--- config.mk ---
export PLATFORM = sky130hd
export DESIGN_NAME = led_breath
export DESIGN_NICKNAME = d
export VERILOG_FILES = /design/src/rtl/led_breath_pkg.sv /design/src/rtl/led_breath_regs.sv /design/src/rtl/led_breath_pwm.sv /design/src/rtl/led_breath_ramp.sv /design/src/rtl/led_breath.sv
export SDC_FILE = /design/constraint.sdc
export NUM_CORES = 1
export LEC_CHECK = 0
export BUFFER_PORTS_ARGS = -buffer_cell sky130_fd_sc_hd__buf_4
export CAP_MARGIN = 20
export CORE_ASPECT_RATIO = 1.25
export CORE_UTILIZATION = 35
export CTS_CLUSTER_DIAMETER = 150
export DETAILED_ROUTE_END_ITERATION = 8
export PLACE_DENSITY = 0.52
export SYNTH_ARGS = -nofsm -noshare
export SYNTH_HDL_FRONTEND = slang
export SYNTH_SLANG_ARGS = --single-unit
--- constraint.sdc ---
create_clock -name clk -period 4.95 [get_ports clk]
set_input_delay 0.99 -clock clk [delete_from_list [all_inputs] [get_ports clk]]
set_output_delay 0.99 -clock clk [all_outputs]
set_load 0.01 [all_outputs]
--- src/rtl/led_breath_pkg.sv ---
package led_breath_pkg;
  localparam int DUTY_W     = 8;
  localparam int SEG_N      = 8;
  localparam int STEP_W     = 4;
  localparam int STEP_VEC_W = SEG_N * STEP_W;
  localparam int IVL_W      = 8;
  localparam int BUS_W      = 32;

  typedef struct packed {
    logic [DUTY_W-1:0] hi;
    logic [DUTY_W-1:0] lo;
  } bounds_t;

  typedef enum logic [1:0] {
    SEL_MODE  = 2'd0,
    SEL_BND   = 2'd1,
    SEL_STEP  = 2'd2,
    SEL_IVL   = 2'd3
  } reg_sel_e;
endpackage

--- src/rtl/led_breath_regs.sv ---
module led_breath_regs
  import led_breath_pkg::*;
#(
  parameter int BW  = BUS_W,
  parameter int SVW = STEP_VEC_W,
  parameter int IW  = IVL_W
) (
  input  logic            clk,
  input  logic            rst,
  input  logic            wen,
  input  logic [BW/8-1:0] be,
  input  logic [1:0]      sel,
  input  logic [BW-1:0]   wdata,
  input  logic            period_end,
  output logic [BW-1:0]   rdata,
  output logic            en,
  output logic            sym,
  output logic [SVW-1:0]  step_vec,
  output logic [IW-1:0]   ival,
  output bounds_t         hold,
  output bounds_t         act
);
  localparam int NBYTE = SVW / 8;

  // mode, interval and bound staging
  always_ff @(posedge clk) begin
    if (rst) begin
      en   <= 1'b0;
      sym  <= 1'b0;
      ival <= '0;
      hold <= '{hi: '1, lo: '0};
    end else if (wen) begin
      case (reg_sel_e'(sel))
        SEL_MODE: if (be[0]) {sym, en} <= wdata[1:0];
        SEL_BND: begin
          if (be[0]) hold.lo <= wdata[DUTY_W-1:0];
          if (be[1]) hold.hi <= wdata[2*DUTY_W-1:DUTY_W];
        end
        SEL_IVL:  if (be[0]) ival <= wdata[IW-1:0];
        default: ;
      endcase
    end
  end

  // step word, one lane per byte strobe
  for (genvar b = 0; b < NBYTE; b++) begin : g_step_lane
    always_ff @(posedge clk) begin
      if (rst)
        step_vec[8*b +: 8] <= '0;
      else if (wen && reg_sel_e'(sel) == SEL_STEP && be[b])
        step_vec[8*b +: 8] <= wdata[8*b +: 8];
    end
  end

  // active bounds: commit at a boundary, or follow while idle
  always_ff @(posedge clk) begin
    if (rst)
      act <= '{hi: '1, lo: '0};
    else if (!en || period_end)
      act <= hold;
  end

  always_ff @(posedge clk) begin
    if (rst) rdata <= '0;
    else begin
      case (reg_sel_e'(sel))
        SEL_MODE: rdata <= {{(BW-2){1'b0}}, sym, en};
        SEL_BND:  rdata <= {{(BW-2*DUTY_W){1'b0}}, act.hi, act.lo};
        SEL_STEP: rdata <= step_vec;
        default:  rdata <= {{(BW-IW){1'b0}}, ival};
      endcase
    end
  end


  act_hold_chk: assert property (@(posedge clk) disable iff (rst)
    (en && !period_end) |=> $stable(act));
endmodule

--- src/rtl/led_breath_pwm.sv ---
module led_breath_pwm
  import led_breath_pkg::*;
#(
  parameter int DW = DUTY_W,
  parameter int IW = IVL_W
) (
  input  logic          clk,
  input  logic          rst,
  input  logic          en,
  input  logic [DW-1:0] duty,
  input  logic [IW-1:0] ival,
  output logic          period_end,
  output logic          adj,
  output logic          led
);
  logic [DW-1:0] cnt_q;
  logic [IW-1:0] ivl_q;

  assign period_end = en && (&cnt_q);
  assign adj        = period_end && (ivl_q >= ival);

  always_ff @(posedge clk) begin
    if (rst || !en) begin
      cnt_q <= '0;
      ivl_q <= '0;
      led   <= 1'b0;
    end else begin
      cnt_q <= cnt_q + 1'b1;
      led   <= (cnt_q < duty);
      if (period_end) ivl_q <= adj ? '0 : ivl_q + 1'b1;
    end
  end


  led_idle_chk: assert property (@(posedge clk) disable iff (rst)
    !en |=> !led);

  cnt_start_chk: assert property (@(posedge clk) disable iff (rst)
    $rose(en) |-> (cnt_q == '0));
endmodule

--- src/rtl/led_breath_ramp.sv ---
module led_breath_ramp
  import led_breath_pkg::*;
#(
  parameter int DW  = DUTY_W,
  parameter int SN  = SEG_N,
  parameter int SW  = STEP_W
) (
  input  logic           clk,
  input  logic           rst,
  input  logic           adj,
  input  logic           sym,
  input  logic [SN*SW-1:0] step_vec,
  input  bounds_t        bnd,
  output logic [DW-1:0]  duty,
  output logic           falling
);
  localparam int IXW = $clog2(SN);

  logic [IXW-1:0] idx;
  logic [SW-1:0]  step;
  logic [DW:0]    step_x, up_sum, lo_plus;
  logic [DW-1:0]  dn_val, nxt;
  logic           nxt_fall;

  // two ways to form the segment index
  always_comb begin
    if (sym) idx = duty[DW-1 -: IXW];
    else     idx = {falling, duty[DW-1 -: IXW-1]};
  end

  assign step    = step_vec[idx*SW +: SW];
  assign step_x  = {{(DW+1-SW){1'b0}}, step};
  assign up_sum  = {1'b0, duty} + step_x;
  assign lo_plus = {1'b0, bnd.lo} + step_x;
  assign dn_val  = duty - step;

  always_comb begin
    nxt      = duty;
    nxt_fall = falling;
    if (!falling) begin
      if (up_sum >= {1'b0, bnd.hi}) begin
        nxt      = bnd.hi;
        nxt_fall = 1'b1;
      end else if (up_sum[DW-1:0] < bnd.lo) nxt = bnd.lo;
      else nxt = up_sum[DW-1:0];
    end else begin
      if ({1'b0, duty} <= lo_plus) begin
        nxt      = bnd.lo;
        nxt_fall = 1'b0;
      end else if (dn_val > bnd.hi) nxt = bnd.hi;
      else nxt = dn_val;
    end
  end

  always_ff @(posedge clk) begin
    if (rst) begin
      duty    <= '0;
      falling <= 1'b0;
    end else if (adj) begin
      duty    <= nxt;
      falling <= nxt_fall;
    end
  end


  duty_clamp_chk: assert property (@(posedge clk) disable iff (rst)
    (adj && bnd.lo <= bnd.hi) |=> (duty >= $past(bnd.lo) && duty <= $past(bnd.hi)));

  duty_stable_chk: assert property (@(posedge clk) disable iff (rst)
    !adj |=> ($stable(duty) && $stable(falling)));
endmodule

--- src/rtl/led_breath.sv ---
module led_breath
  import led_breath_pkg::*;
(
  input  logic             clk,
  input  logic             rst,
  input  logic             bus_wen,
  input  logic [BUS_W/8-1:0] bus_be,
  input  logic [1:0]       bus_sel,
  input  logic [BUS_W-1:0] bus_wdata,
  output logic [BUS_W-1:0] bus_rdata,
  output logic             led_out,
  output logic [DUTY_W-1:0] duty_out,
  output logic             ramp_down
);
  logic                  en, sym, period_end, adj;
  logic [STEP_VEC_W-1:0] step_vec;
  logic [IVL_W-1:0]      ival;
  bounds_t               hold, act;

  led_breath_regs #(.BW(BUS_W), .SVW(STEP_VEC_W), .IW(IVL_W)) u_regs (
    .clk(clk), .rst(rst), .wen(bus_wen), .be(bus_be), .sel(bus_sel),
    .wdata(bus_wdata), .period_end(period_end), .rdata(bus_rdata),
    .en(en), .sym(sym), .step_vec(step_vec), .ival(ival),
    .hold(hold), .act(act)
  );

  led_breath_pwm #(.DW(DUTY_W), .IW(IVL_W)) u_pwm (
    .clk(clk), .rst(rst), .en(en), .duty(duty_out), .ival(ival),
    .period_end(period_end), .adj(adj), .led(led_out)
  );

  // adjustments happen only at a boundary, where the holding copy is committed
  led_breath_ramp #(.DW(DUTY_W), .SN(SEG_N), .SW(STEP_W)) u_ramp (
    .clk(clk), .rst(rst), .adj(adj), .sym(sym), .step_vec(step_vec),
    .bnd(hold), .duty(duty_out), .falling(ramp_down)
  );
endmodule

-- Yosys cells after proc, flatten, opt, wreduce, memory -nomap -nowiden
Cells that the tools add are included.
- register bits after elaboration: 132
- input port bits: 41
- output and inout bits: 42
- $add $sub $neg: 5
- magnitude comparators: 6
- equal/unequal tests: 3
- shifts and indexed selects: 1
- multiplexer cells: 11
- reduce and logical (&&, ||, !) cells: 16
- operators with widths (operator ; count):
    one-hot mux 32 bit (3 select lines) ; 1
    two-way mux 8 bit ; 6
    indexed part select 32 x 6 -> 4 bit ; 1
    adder 8 x 4 -> 9 bit ; 2
    adder 8 x 1 -> 8 bit (second input constant) ; 2
    less-than comparator 8 bit ; 2
    AND reduction 3 bit ; 4
    >= comparator 9 x 8 -> 1 bit ; 1
    <= comparator 8 x 9 -> 1 bit ; 1
    >= comparator 8 bit ; 1
    greater-than comparator 8 bit ; 1
    AND reduction 8 bit ; 1
    subtractor 8 x 4 -> 8 bit ; 1
    logical AND 1 bit ; 7
    equality test 2 bit (second input constant) ; 2
    two-way mux 1 bit ; 3
    two-way mux 3 bit ; 1
    equality test 2 x 1 -> 1 bit (second input constant) ; 1
    logical NOT 2 bit ; 1
    logical OR 1 bit ; 2
    logical NOT 1 bit ; 1

-- Depth between registers and ports, before layout
- depth in word-level cells: 7
- mapped depth: 20
- mapped depth without buffers: 18

-- Cells and area by module
A second synthesis with hierarchy kept.
- cells, all modules: 865
- area total of the unflattened synthesis: 7641.1 µm²
- by module, submodules not included (module ; times used ; cells each ; area an instance (µm²) ; sequential area each (µm²)):
    led_breath_regs ; 1 ; 429 ; 3906.2 ; 2122.0
    led_breath_ramp ; 1 ; 299 ; 2575.0 ; 180.2
    led_breath_pwm ; 1 ; 137 ; 1159.9 ; 340.3

-- Worst setup path before layout
OpenSTA, ideal clock, no wires.
- path type: reg-to-reg
- from: register u_regs.sym
- to: register u_ramp.duty[7]
- setup time: 0.124 ns
- arrival time: 4.524 ns
- slack: 0.302 ns
- cell stages (with the launch flop): 18
- buffers on the path: 1
- period minus slack after synthesis: 4.648 ns
- cell sequence: dfxtp_1 -> buf_2 -> mux2i_2 -> mux4_2 -> mux2_2 -> ha_1 -> nand2b_1 -> a21oi_1 -> nor3_1 -> or2_2 -> ha_1 -> nand4_1 -> nor2_1 -> nor2_1 -> nor2_2 -> mux2_2 -> a21oi_1 -> o32ai_1
- longest elaborated chain between the ends: 7
- elaborated cells between the ends (all ways): 14
- RTL lines (element ; RTL line ; source):
    from (decl) ; led_breath_regs.sv:17 ; output logic sym,
    from (signal assigned) ; led_breath_regs.sv:34 ; SEL_MODE: if (be[0]) {sym, en} <= wdata[1:0];
    two-way mux 3 bit (*) ; led_breath_ramp.sv:27 ; if (sym) idx = duty[DW-1 -: IXW];
    indexed part select 32 x 6 -> 4 bit (*) ; led_breath_ramp.sv:31 ; assign step = step_vec[idx*SW +: SW];
    adder 8 x 4 -> 9 bit / subtractor 8 x 4 -> 8 bit (equally long branches) ; led_breath_ramp.sv:33, led_breath_ramp.sv:35 ;
    less-than comparator 8 bit / greater-than comparator 8 bit (equally long branches) ; led_breath_ramp.sv:44, led_breath_ramp.sv:50 ;
    two-way mux 8 bit, on equally long branches ; led_breath_ramp.sv:44, led_breath_ramp.sv:50 ;
    two-way mux 8 bit, on equally long branches ; led_breath_ramp.sv:41, led_breath_ramp.sv:47 ;
    two-way mux 8 bit (*) ; led_breath_ramp.sv:40 ; if (!falling) begin
    to (signal assigned) ; led_breath_ramp.sv:60 ; duty <= nxt;
    to (decl) ; led_breath_ramp.sv:14 ; output logic [DW-1:0] duty,
Every way passes the cells marked *; elsewhere a longest branch is shown, timed or not.
A chain may end at the register's enable or synchronous reset.

-- Final worst setup path
- from: register u_regs.sym
- to: register u_ramp.duty[6]
Same word-level chain as after synthesis.

==> reports/qor.yml <==
run_status:
  outcome: "completed"
worst_setup_path:
  path_max_fanout: 8
  worstSetupStartpoint: "u_regs.sym"
  critical_path.reg2reg.endpoint: "u_ramp.duty[6]"
  cp_data_arrival_time_ns: 4.92
  timing_worst_setup_path_type: "flip-flop to flip-flop"
  rrSetupSlack_ns: 0.28
  timing.critical_path.from_type: "flip-flop"
  capturing_element_type_of_the_critical_path: "flip-flop"
  timing.critical_path.to: "u_ramp.duty[6]"
  reg2reg_depth: 19
  critical_path.reg2reg.startpoint: "u_regs.sym"
  critPathRequiredTime_ns: 5.20
detailed_routing:
  detail_route.first_pass.iterations: 6
  drcViolationCount: 0
  route.vias.total: 6178
  final_antenna_net_count: 0
  viasPerCell: 5.16
  post_drt_wl_per_cell_microns: 18.3
  drt-total-wl_mm: 22.0
  number_of_drc_violations_after_detailed_routing_iteration_0: 426
synthesis:
  postSynthNetCount: 937
  synth-seq-area-share_pct: 36.8
  yosys_warnings: 0
  netlist_area_sq_um: 7180
  synth_ff_type: "dfxtp_1"
  ys_async_sr_fraction_pct: 0
  syn-mean-instance-area_sq_um: 8.64
  synth-edff-count: 0
  synthesis.instances: 832
  synth_seq_cells: 132
  synth_cell_types: 63
layout:
  most_used_cells_in_the_layout_excluding_fill_and_tap_cells: "dfxtp_1, nand2_1, buf_4, a21oi_1, nor2_1"
  insertedDiodeCount: 0
  finish.utilization_pct: 44.0
  mostFrequentLayoutCell: "dfxtp_1"
  finish.cell_count_without_fillers: 1198
  layout_area_overhead_pct: 23.1
  final_net_count: 1020
  final_layout_size_suffix_gt1_share_pct: 19.2
power:
  max-vdd-ir-drop_mv: 0.207
  p_clk_share_pct: 51.8
  combPwrFrac_pct: 7.7
  power.share.sequential_pct: 40.6
  internal_power_w: 0.00210
  switching_power_w: 0.000603
  power.leakage_nw: 3.74
  sw_frac_of_total_pct: 22.3
  power.density_nw_per_um2: 306
hold_path:
  hold-path-cell-count: 2
  holdCritPathClass: "flip-flop to flip-flop"
die:
  die_h_microns: 162
  rows: 58
  num_io_pins: 83
  chipWidth_microns: 130
  floorplan.die_area_sq_um: 21100
  start_util_pct: 35.7
  core_area_sq_um: 20100
clock_network:
  cts_tree: "built"
  cts_num_sinks: 132
  max-clock-path-buffers: 2
  worst_skew_pair.late_latency_ns: 0.42
  postCtsHoldBufs: 0
  register_clock_pin_slew_on_the_reported_worst_setup_and_hold_paths_ns: 0.06
  clock_root_buffer: "clkbuf_16"
  cts-buffers-inserted: 17
  clock_tree.htree_level_count: 4
global_routing:
  gr-usage-all-layers_pct: 21.7
  number_of_global_route_vias_before_repair: 5868
  grt_pass1_wl_mm: 33.7
  grt_start_max_net_pins: 68
  antenna_found_initial: 0
  global_route.overflow_total: 0
sta:
  timing.clock.skew_ns: 0.00744
  setup-tns-final_ns: 0
  total_count_of_max_transition_violations_in_the_final_report: 0
  tightestPinTransition_ns: 0.995
  fmax_mhz: 214
  relSlewSlack_pct: 33.4
  report.final.setup_viol: 0
  hold_viol_final: 0
  fin_crit_sh_pct: 94.3
  period_minus_slack_ns: 4.67
  grt_setup_unrepaired: "no"
placement:
  numPortBuffers: 82
  place_hpwl_mm: 16.7
  placed_cells: 1165
  gpl.final_weighted_congestion: 1.02
job:
  timing.max_cap.violations: 0
[area by class of cell]
cell class,instances,area [sq um]
Clock buffer,24,482
Clock inverter,8,171
Fill cell,2053,11300
Inverter,53,199
Multi-Input combinational cell,609,4230
Sequential cell,132,2640
Tap cell,270,338
Timing Repair Buffer,102,778
[how the worst min path moves through the flow]
stage / from / end / slack (ns)
after global routing: u_regs.step_vec[23] / u_regs.step_vec[23] / 0.49
after detailed placement: u_regs.step_vec[24] / u_regs.step_vec[24] / 0.46
after global placement: u_regs.step_vec[23] / u_regs.step_vec[23] / 0.46
after floorplan: u_pwm.cnt_q[0] / u_pwm.cnt_q[0] / 0.43
final: u_regs.step_vec[29] / u_regs.step_vec[29] / 0.47
after CTS: u_regs.step_vec[24] / u_regs.step_vec[24] / 0.47
[logic make-up (layout without fill, tap and decap cells)]
logic type / Yosys count / in the layout / synth area share (%)
AO/OA/AOI/OAI: 173 / 173 / 15.7
XOR/XNOR: 29 / 29 / 3.54
adder cells (fa/ha/maj): 64 / 64 / 11.5
buffers and inverters: 91 / 187 / 5.05
flip-flops: 132 / 132 / 36.8
multiplexers: 43 / 43 / 8.03
AND/OR/NAND/NOR: 300 / 300 / 19.4
[cell usage after synthesis (all sizes together), types with 2 or more instances]
master / instances / area [sq um]
a2111oi: 3 / 26.3
a211o: 8 / 70.1
a211oi: 9 / 67.6
a21o: 6 / 45.0
a21oi: 70 / 354
a221oi: 2 / 17.5
a22oi: 14 / 105
a2bb2oi: 2 / 17.5
a311oi: 4 / 35.0
and2: 19 / 119
and3: 8 / 55.1
buf: 14 / 73.8
clkbuf: 24 / 90.1
dfxtp: 132 / 2640
fa: 3 / 60.1
ha: 61 / 763
inv: 53 / 199
mux2: 14 / 158
mux2i: 19 / 194
mux4: 10 / 225
nand2: 128 / 480
nand2b: 14 / 87.6
nand3: 17 / 90.1
nand3b: 8 / 60.1
nand4: 5 / 31.3
nor2: 70 / 265
nor2b: 7 / 43.8
nor3: 10 / 55.1
nor4: 6 / 52.6
o2111ai: 2 / 17.5
o211ai: 3 / 27.5
o21a: 5 / 37.5
o21ai: 24 / 124
o221ai: 4 / 35.0
o311a: 2 / 20.0
o311ai: 2 / 17.5
o32ai: 4 / 35.0
o41ai: 2 / 17.5
or2: 5 / 31.3
or3: 3 / 23.8
xnor2: 17 / 149
xor2: 12 / 105
[flip-flops by register name, indices dropped and copies added, names as in the netlist]
register and cells:
u_regs.step_vec 32, u_regs.ival 8, u_regs.rdata 32, u_regs.sym 1
u_pwm.led 1, u_regs.en 1, u_regs.act 16, u_pwm.cnt_q 8
u_ramp.falling 1, u_regs.hold 16, u_pwm.ivl_q 8, u_ramp.duty 8
[per-stage QoR]
stage               instance area (sq um)  hold slack, ns  power (W)  worst slack, ns
CTS                                  8800           0.470    0.00274           0.0902
global route                         8840           0.486    0.00281           0.0424
finish                               8840           0.471    0.00271            0.283
global placement                     8140           0.460    0.00132            0.219
detailed placement                   8140           0.462    0.00133            0.131
floorplan                            7180           0.433    0.00124            0.302
[power groups by stage]
| stage | registers (W) | logic, W | clock network (W) |
|---|---|---|---|
| 2_1_floorplan | 0.00111 | 0.000124 | 0 |
| 3_3_place_gp | 0.00112 | 0.000203 | 0 |
| 3_5_place_dp | 0.00112 | 0.000204 | 0 |
| 4_1_cts | 0.00110 | 0.000205 | 0.00143 |
| 5_1_grt | 0.00110 | 0.000228 | 0.00148 |
| 6_report | 0.00110 | 0.000208 | 0.00140 |
[layer usage]
metal  vias to the layer above  share of wire, %  routed length (microns)  global-route usage, %
li1                       3060                 -                        -                      -
met1                      2908                44                     9600                   27.2
met2                       166                49                    10700                   35.8
met3                        44               3.6                      781                   3.62
met4                         0               3.9                      849                   10.7
met5                         -                 0                        0                      0
[what timing repair did]
action                                  4_1_cts  5_1_grt
buffers inserted                              0        1
endpoints found under the hold margin         0        0
endpoints found under the setup margin        0        9
gates resized for setup                       0       11
[worst max-delay path, cell delays in order (launching register included)]
cell	delay, ns
dfxtp_2	0.39
mux2i_2	0.29
buf_12	0.17
mux4_2	0.50
mux2_2	0.32
ha_1	0.20
inv_1	0.07
fa_1	0.22
nand2b_1	0.09
a21oi_2	0.20
nor3_1	0.08
or2_2	0.30
ha_1	0.27
nand4_1	0.19
nor2_2	0.22
nor2_1	0.13
nor2_4	0.23
mux2_2	0.37
a21oi_1	0.15
o32ai_1	0.09
Note: power is estimated with default switching activity, not from simulation.
